## config.mk

```make
export PLATFORM = sky130hd
export DESIGN_NAME = wdg_steer
export DESIGN_NICKNAME = d
export VERILOG_FILES = /design/src/rtl/wdg_pkg.sv /design/src/rtl/wdg_cfg_reg.sv /design/src/rtl/wdg_countdown.sv /design/src/rtl/wdg_action.sv /design/src/rtl/wdg_steer.sv
export SDC_FILE = /design/constraint.sdc
export NUM_CORES = 1
export LEC_CHECK = 0
export ABC_AREA = 1
export BUFFER_PORTS_ARGS = -buffer_cell sky130_fd_sc_hd__buf_4
export CORE_MARGIN = 1.5
export CORE_UTILIZATION = 32
export DETAILED_ROUTE_END_ITERATION = 8
export PLACE_DENSITY_LB_ADDON = 0.25
export SLEW_MARGIN = 20
export SYNTH_ARGS = -nofsm -noshare
export SYNTH_HDL_FRONTEND = slang
export SYNTH_SLANG_ARGS = --single-unit
```

## constraint.sdc

```tcl
create_clock -name clk -period 1.6 [get_ports clk]
set_input_delay 0.24 -clock clk [delete_from_list [all_inputs] [get_ports clk]]
set_output_delay 0.24 -clock clk [all_outputs]
set_load 0.005 [all_outputs]
```

## src/rtl/wdg_pkg.sv

```systemverilog
package wdg_pkg;

    // Register layout: the steering bit is the MSB, the resolution field the LSBs
    localparam int MULT_W = 5;
    localparam int RES_W  = 2;
    localparam int REG_W  = 1 + MULT_W + RES_W;
    // Largest interval: mult_max << (2 * res_max)
    localparam int CNT_W  = MULT_W + 2 * ((1 << RES_W) - 1);

    typedef struct packed {
        logic              steer;
        logic [MULT_W-1:0] mult;
        logic [RES_W-1:0]  res;
    } wdg_cfg_t;

    typedef enum logic [1:0] {
        ACT_NONE  = 2'd0,
        ACT_IRQ   = 2'd1,
        ACT_RESET = 2'd2
    } wdg_act_e;

    // Decoded timeout in tick units: mult times four to the power res
    function automatic logic [CNT_W-1:0] wdg_interval(input wdg_cfg_t c);
        logic [CNT_W-1:0] m;
        m = CNT_W'(c.mult);
        return m << (2 * c.res);
    endfunction

endpackage

```

## src/rtl/wdg_cfg_reg.sv

```systemverilog
module wdg_cfg_reg
    import wdg_pkg::*;
(
    input  logic     clk,
    input  logic     rst,
    input  logic     wr,
    input  wdg_cfg_t wdata,
    input  logic     clr,
    output wdg_cfg_t cfg
);

    // A write and a clear never meet: an expiry cannot happen in a restart cycle
    always_ff @(posedge clk) begin
        if (rst) begin
            cfg <= '0;
        end else if (wr) begin
            cfg <= wdata;
        end else if (clr) begin
            cfg <= '0;
        end
    end

endmodule

```

## src/rtl/wdg_countdown.sv

```systemverilog
module wdg_countdown #(
    parameter int CNT_W = 11
) (
    input  logic             clk,
    input  logic             rst,
    input  logic             restart,
    input  logic [CNT_W-1:0] load_val,
    input  logic             tick,
    output logic             expire
);

    localparam logic [CNT_W-1:0] ONE = CNT_W'(1);

    logic [CNT_W-1:0] cnt;
    logic             armed;

    // Expiry is the Nth accepted tick; a restart in the same cycle takes priority
    assign expire = armed && tick && (cnt == ONE) && !restart;

    always_ff @(posedge clk) begin
        if (rst) begin
            cnt   <= '0;
            armed <= 1'b0;
        end else if (restart) begin
            cnt   <= load_val;
            armed <= (load_val != '0);
        end else if (armed && tick) begin
            if (cnt == ONE) begin
                armed <= 1'b0;
            end else begin
                cnt <= cnt - ONE;
            end
        end
    end

endmodule

```

## src/rtl/wdg_action.sv

```systemverilog
module wdg_action
    import wdg_pkg::*;
(
    input  logic clk,
    input  logic rst,
    input  logic restart,
    input  logic expire,
    input  logic steer,
    output logic flag,
    output logic rst_req,
    output logic irq,
    output logic cent_clr
);

    wdg_act_e act;

    always_ff @(posedge clk) begin
        if (rst) begin
            act  <= ACT_NONE;
            flag <= 1'b0;
        end else begin
            if (expire) begin
                act <= steer ? ACT_RESET : ACT_IRQ;
            end else begin
                act <= ACT_NONE;
            end
            if (restart) begin
                flag <= 1'b0;
            end else if (expire) begin
                flag <= 1'b1;
            end
        end
    end

    assign rst_req  = (act == ACT_RESET);
    assign cent_clr = (act == ACT_RESET);
    assign irq      = (act == ACT_IRQ);

endmodule

```

## src/rtl/wdg_steer.sv

```systemverilog
module wdg_steer
    import wdg_pkg::*;
(
    input  logic       clk,
    input  logic       rst,
    input  logic       tick,
    input  logic       cfg_wr,
    input  logic       cfg_rd,
    input  logic [7:0] cfg_wdata,
    output logic [7:0] cfg_rdata,
    output logic       wd_flag,
    output logic       sys_rst_req,
    output logic       century_clr,
    output logic       wd_irq
);

    wdg_cfg_t         cfg_q;
    wdg_cfg_t         cfg_in;
    wdg_cfg_t         cfg_next;
    logic             restart;
    logic             expire;
    logic [CNT_W-1:0] load_val;

    assign cfg_in   = wdg_cfg_t'(cfg_wdata[REG_W-1:0]);
    assign restart  = cfg_wr || cfg_rd;
    // A write restarts with the new value, a read with the stored one
    assign cfg_next = cfg_wr ? cfg_in : cfg_q;
    assign load_val = wdg_interval(cfg_next);

    wdg_cfg_reg u_cfg (
        .clk   (clk),
        .rst   (rst),
        .wr    (cfg_wr),
        .wdata (cfg_in),
        .clr   (expire && cfg_q.steer),
        .cfg   (cfg_q)
    );

    wdg_countdown #(.CNT_W(CNT_W)) u_cnt (
        .clk      (clk),
        .rst      (rst),
        .restart  (restart),
        .load_val (load_val),
        .tick     (tick),
        .expire   (expire)
    );

    wdg_action u_act (
        .clk      (clk),
        .rst      (rst),
        .restart  (restart),
        .expire   (expire),
        .steer    (cfg_q.steer),
        .flag     (wd_flag),
        .rst_req  (sys_rst_req),
        .irq      (wd_irq),
        .cent_clr (century_clr)
    );

    assign cfg_rdata = cfg_q;

endmodule

```

# == Word-level counts from Yosys, hierarchy flattened ==
# Cells that the tools add are included.
# totals
in_bits,13
out_inout_bits,12
reg_bits,23
wordCells,38
# op_classes
addsub,1
mux,10
n_reduce_logical,14
eq_ne,4
n_shift,1
bitwise,1
# ops
cell,count
11-bit two-way mux,3
8-bit two-way mux,2
11-bit by 1-bit equality test with 1-bit output (second input constant),1
11-bit nonzero test,1
5-bit by 3-bit left shift with 11-bit output,1
11-bit by 1-bit subtractor with 11-bit output (second input constant),1
7-bit two-way mux,1
2-bit nonzero test,3
1-bit logical AND,4
2-bit AND reduction,2
2-bit OR reduction,2
1-bit two-way mux,3
2-bit by 1-bit equality test with 1-bit output (second input constant),1
2-bit equality test (second input constant),1
2-bit two-way mux,1
2-bit by 1-bit != test with 1-bit output (second input constant),1
1-bit logical NOT,1
1-bit logical OR,1
1-bit inverter,1

# == Logic depth before layout (Yosys ltp) ==
# logic_depth
word_depth,6
mapped_depth,12
depth_no_buf,12

# == Hierarchy ==
# A second synthesis with hierarchy kept.
# hier_totals
hier_cells,269
area_unflattened_um2,1647.8
# modules_own_cells
module,instances,cells_each,area_per_inst_um2,seq_area_each_um2
wdg_countdown,1,148,897.1,240.2
wdg_steer,1,69,336.6,0.0
wdg_cfg_reg,1,35,295.3,160.2
wdg_action,1,17,118.9,60.1

# == Worst setup path after synthesis ==
# Ideal clock, no wire load.
# synth_timing
kind,reg-to-reg
from,register u_cnt.cnt[0]
to,register u_cnt.cnt[10]
required_ns,1.466
slack_ns,0.233
setup_time_ns,0.134
period_less_slack_ns,1.367
path_stages_with_launch,10
n_path_buf,0
t_arrival_ns,1.234
cell_sequence,dfxtp_1 inv_1 ha_1 nand2_1 nor2_1 nand2_1 o21ai_0 nand3_1 nand2_1 a21oi_1
# synth_between
elab_chain_len,4
elab_cells_between_ends,7
cone_classes,add/sub: 1; eq/ne: 2; mux: 3; reduce/logical: 1
# synth_rtl
item,line_no,rtl
from (decl),wdg_countdown.sv:14,logic [CNT_W-1:0] cnt;
from (signal assigned),wdg_countdown.sv:25,cnt <= load_val;
from (signal assigned),wdg_countdown.sv:31,cnt <= cnt - ONE;
11-bit by 1-bit subtractor with 11-bit output,wdg_countdown.sv:31,
11-bit two-way mux,wdg_countdown.sv:28,if (cnt == ONE) begin
11-bit two-way mux,wdg_countdown.sv:27,end else if (armed && tick) begin
11-bit two-way mux,wdg_countdown.sv:24,end else if (restart) begin
# Several ways; a longest one is shown, not always the timed one. The select of a mux whose other input is x is not followed.
# A chain may end at the register's enable or synchronous reset.

# == Worst setup path in the final report ==
# layout_timing
from,register u_cnt.cnt[7]
to,register u_cnt.cnt[1]
# layout_between
elab_chain_len,3
# layout_rtl
item,line_no
11-bit by 1-bit equality test with 1-bit output,wdg_countdown.sv:28
2-bit by 1-bit != test with 1-bit output (no line),n/a
2-bit AND reduction (no line),n/a
# No other way between the ends.

==> impl_metrics.env <==
export IMPL_status="complete, no violations"
export IMPL_clk_pin_slew_ns=0.08
export IMPL_cts_root_buffer="clkbuf_8"
export IMPL_grt_start_max_net_pins=18
export IMPL_vdd_ir_drop_worst_mv=0.2620
export IMPL_max_slew_margin_rel_pct=75.68
export IMPL_start_util_pct=33.82
export IMPL_hold_violations=0
export IMPL_drt_vias_per_instance=4.854
export IMPL_synth_area_top_cells="dfxtp_1 (31%), nand2_1 (16%), nand3_1 (13%), nor2_1 (8.0%), inv_1 (6.8%)"
export IMPL_drv_slew=0
export IMPL_synth_largest_area_cell="dfxtp_1"
export IMPL_min_period_over_period_pct=89.77
export IMPL_stdcell_count=329
export IMPL_finalHoldWorstSlack_ns=0.2587
export IMPL_final_layout_size_suffix_gt1_share_pct=21.66
export IMPL_tritoncts="done"
export IMPL_clock_sink_count=23
export IMPL_via_count=1597
export IMPL_die_x_um=71.30
export IMPL_yosys_area_top_type_share_pct=30.85
export IMPL_yosysSeqAreaShare_pct=30.85
export IMPL_hpwl_mm=2.989
export IMPL_rsz0062_at_grt="no"
export IMPL_number_of_antenna_violations_at_the_first_check_in_global_routing=0
export IMPL_finish_net_count=293
export IMPL_synthesis_yosys_warnings=0
export IMPL_synth_nets=261
export IMPL_routedWlPerCell_um=11.68
export IMPL_layout_core_utilization_pct=41.35
export IMPL_worst_path_max_fanout=15
export IMPL_power_total_mw=1.469
export IMPL_synthTopCellsByCount="nand2_1 (65), nand3_1 (39), nor2_1 (32)"
export IMPL_global_route_wire_length_before_repair_mm=6.775
export IMPL_cp_arrival_ns=1.60
export IMPL_synthDistinctLibCells=23
export IMPL_postSynthRegisterBits=23
export IMPL_drt_total_wl_mm=3.843
export IMPL_critical_path_startpoint_type="flop"
export IMPL_synth_async_sr_flop_share_pct=0
export IMPL_fmax_mhz=696.2
export IMPL_area_growth_synth_to_final_pct=22.30
export IMPL_power_leakage_nw=0.8979
export IMPL_setup_violations_final=0
export IMPL_post_cts_hold_buffer_count=0
export IMPL_post_cts_setup_buffer_count=0
export IMPL_timing_clock_skew_ns=0.003020
export IMPL_syn_area_sq_um=1493
export IMPL_core_region_area_sq_um=4414
export IMPL_antenna_diode_count=0
export IMPL_tritoncts_num_buffers=3
export IMPL_post_cts_resized=0
export IMPL_clock_insertion_delay_worst_skew_ns=0.26
export IMPL_num_io_pins=25
export IMPL_route_antenna_remaining_nets=0
export IMPL_hold_path_class="in2reg"
export IMPL_detail_route_drc_violations=0
export IMPL_endpoint_kind="flop"
export IMPL_synth_edff_count=0
export IMPL_dp_cells=325
export IMPL_drt_first_iter_violations=93
export IMPL_dieArea_sq_um=5084
export IMPL_worst_slew_pin_transition_ns=0.3614
export IMPL_critPathKind="reg2reg"
export IMPL_cts_path_max_buffers=2
export IMPL_dpl_instance_area_sq_um=1770
export IMPL_first_pass_iters=4
export IMPL_yosys_most_used_dff="dfxtp_1"
export IMPL_die_height_um=71.30
export IMPL_grt_overflow=0
export IMPL_worstPathRequired_ns=1.76
export IMPL_setup_ws_ns=0.1637
export IMPL_routabilityCongestion=0.9333
export IMPL_cts_htree_levels=1
export IMPL_port_buffers=24
export IMPL_synthMostInstantiatedCell="nand2_1"
export IMPL_postSynthAreaPerCell_sq_um=6.068
export IMPL_placement_setup_worst_slack_ns=0.05571
export IMPL_maxCapViolations=0
export IMPL_timing_setup_tns_ns=0
export IMPL_fin_crit_ns=1.436
export IMPL_rows=24
export IMPL_p_per_area_nw_per_um2=804.6
export IMPL_postSynthCellCount=246
export IMPL_post_route_cell_area_sq_um=1826
export IMPL_grt_pass1_vias=1535
export IMPL_overall_global_routing_usage_pct=16.32
-- placed cells by master, fill, tap and decap left out, drive strengths merged --
cell / instances
clkbuf: 4
o21ai: 15
nand4: 2
ha: 2
dfxtp: 23
a21oi: 11
nor2: 37
nand3: 39
inv: 31
nor4: 1
nand2: 70
nor3: 6
buf: 35
clkinv: 1
-- layer usage --
metal,global-route usage (%),share of wire (%),vias to the layer above
met2,25.21,45,39
met1,23.68,49,707
met4,5.451,0.75,0
li1,-,-,849
met3,1.828,4.7,2
met5,0,0,-
-- cell type report --
class,count,area (sq um)
repair buffers,35,262.8
fillers,492,2589
flip-flops and latches,23,462.9
multi-input cells,183,865.8
clock buffers,4,45.04
well taps,52,65.06
inverters,32,123.9
-- state kept, by name, summed over array words and instances, names as in the netlist --
register and cells:
u_cnt.cnt 11, u_cfg.cfg 8, u_act.act 2, u_act.flag 1, u_cnt.armed 1
-- worst paths after layout --
kind | start | endpoint | slack (ns) | cells after the start
setup / recovery | u_cnt.cnt[7] | u_cnt.cnt[1] | 0.16 | 10
hold reg to reg | u_cnt.cnt[10] | u_cnt.cnt[10] | 0.49 | 2
setup reg to reg | u_cnt.cnt[7] | u_cnt.cnt[1] | 0.16 | 10
hold / removal | cfg_wdata[7] | u_cfg.cfg[7] | 0.26 | 3
-- kinds of logic after synthesis --
kind of cell    Yosys count  share of synthesized area [%]
simple gates            155                          46.27
compound gates           26                          9.724
fa+ha+maj                 2                          1.676
buf+inv                  40                          11.48
flops                    23                          30.85
-- worst max-delay path, stage by stage, from the launching register on --
cell and delay, ns:
dfxtp_1 0.35, inv_1 0.09, nand2_1 0.07, nor2_1 0.09, nand2_1 0.10, inv_2 0.11
nand2_2 0.07, nand2_4 0.16, inv_4 0.07, o21ai_0 0.17, nor2_1 0.05
-- report_power, final --
group / leakage, nW / internal [mW] / switching, mW / total (mW)
Sequential: 0.190 / 0.612 / 0.0318 / 0.644
Combinational: 0.685 / 0.180 / 0.274 / 0.454
Clock: 0.0228 / 0.178 / 0.193 / 0.371
Total: 0.898 / 0.970 / 0.499 / 1.47
(Power assumes the default switching activity.)
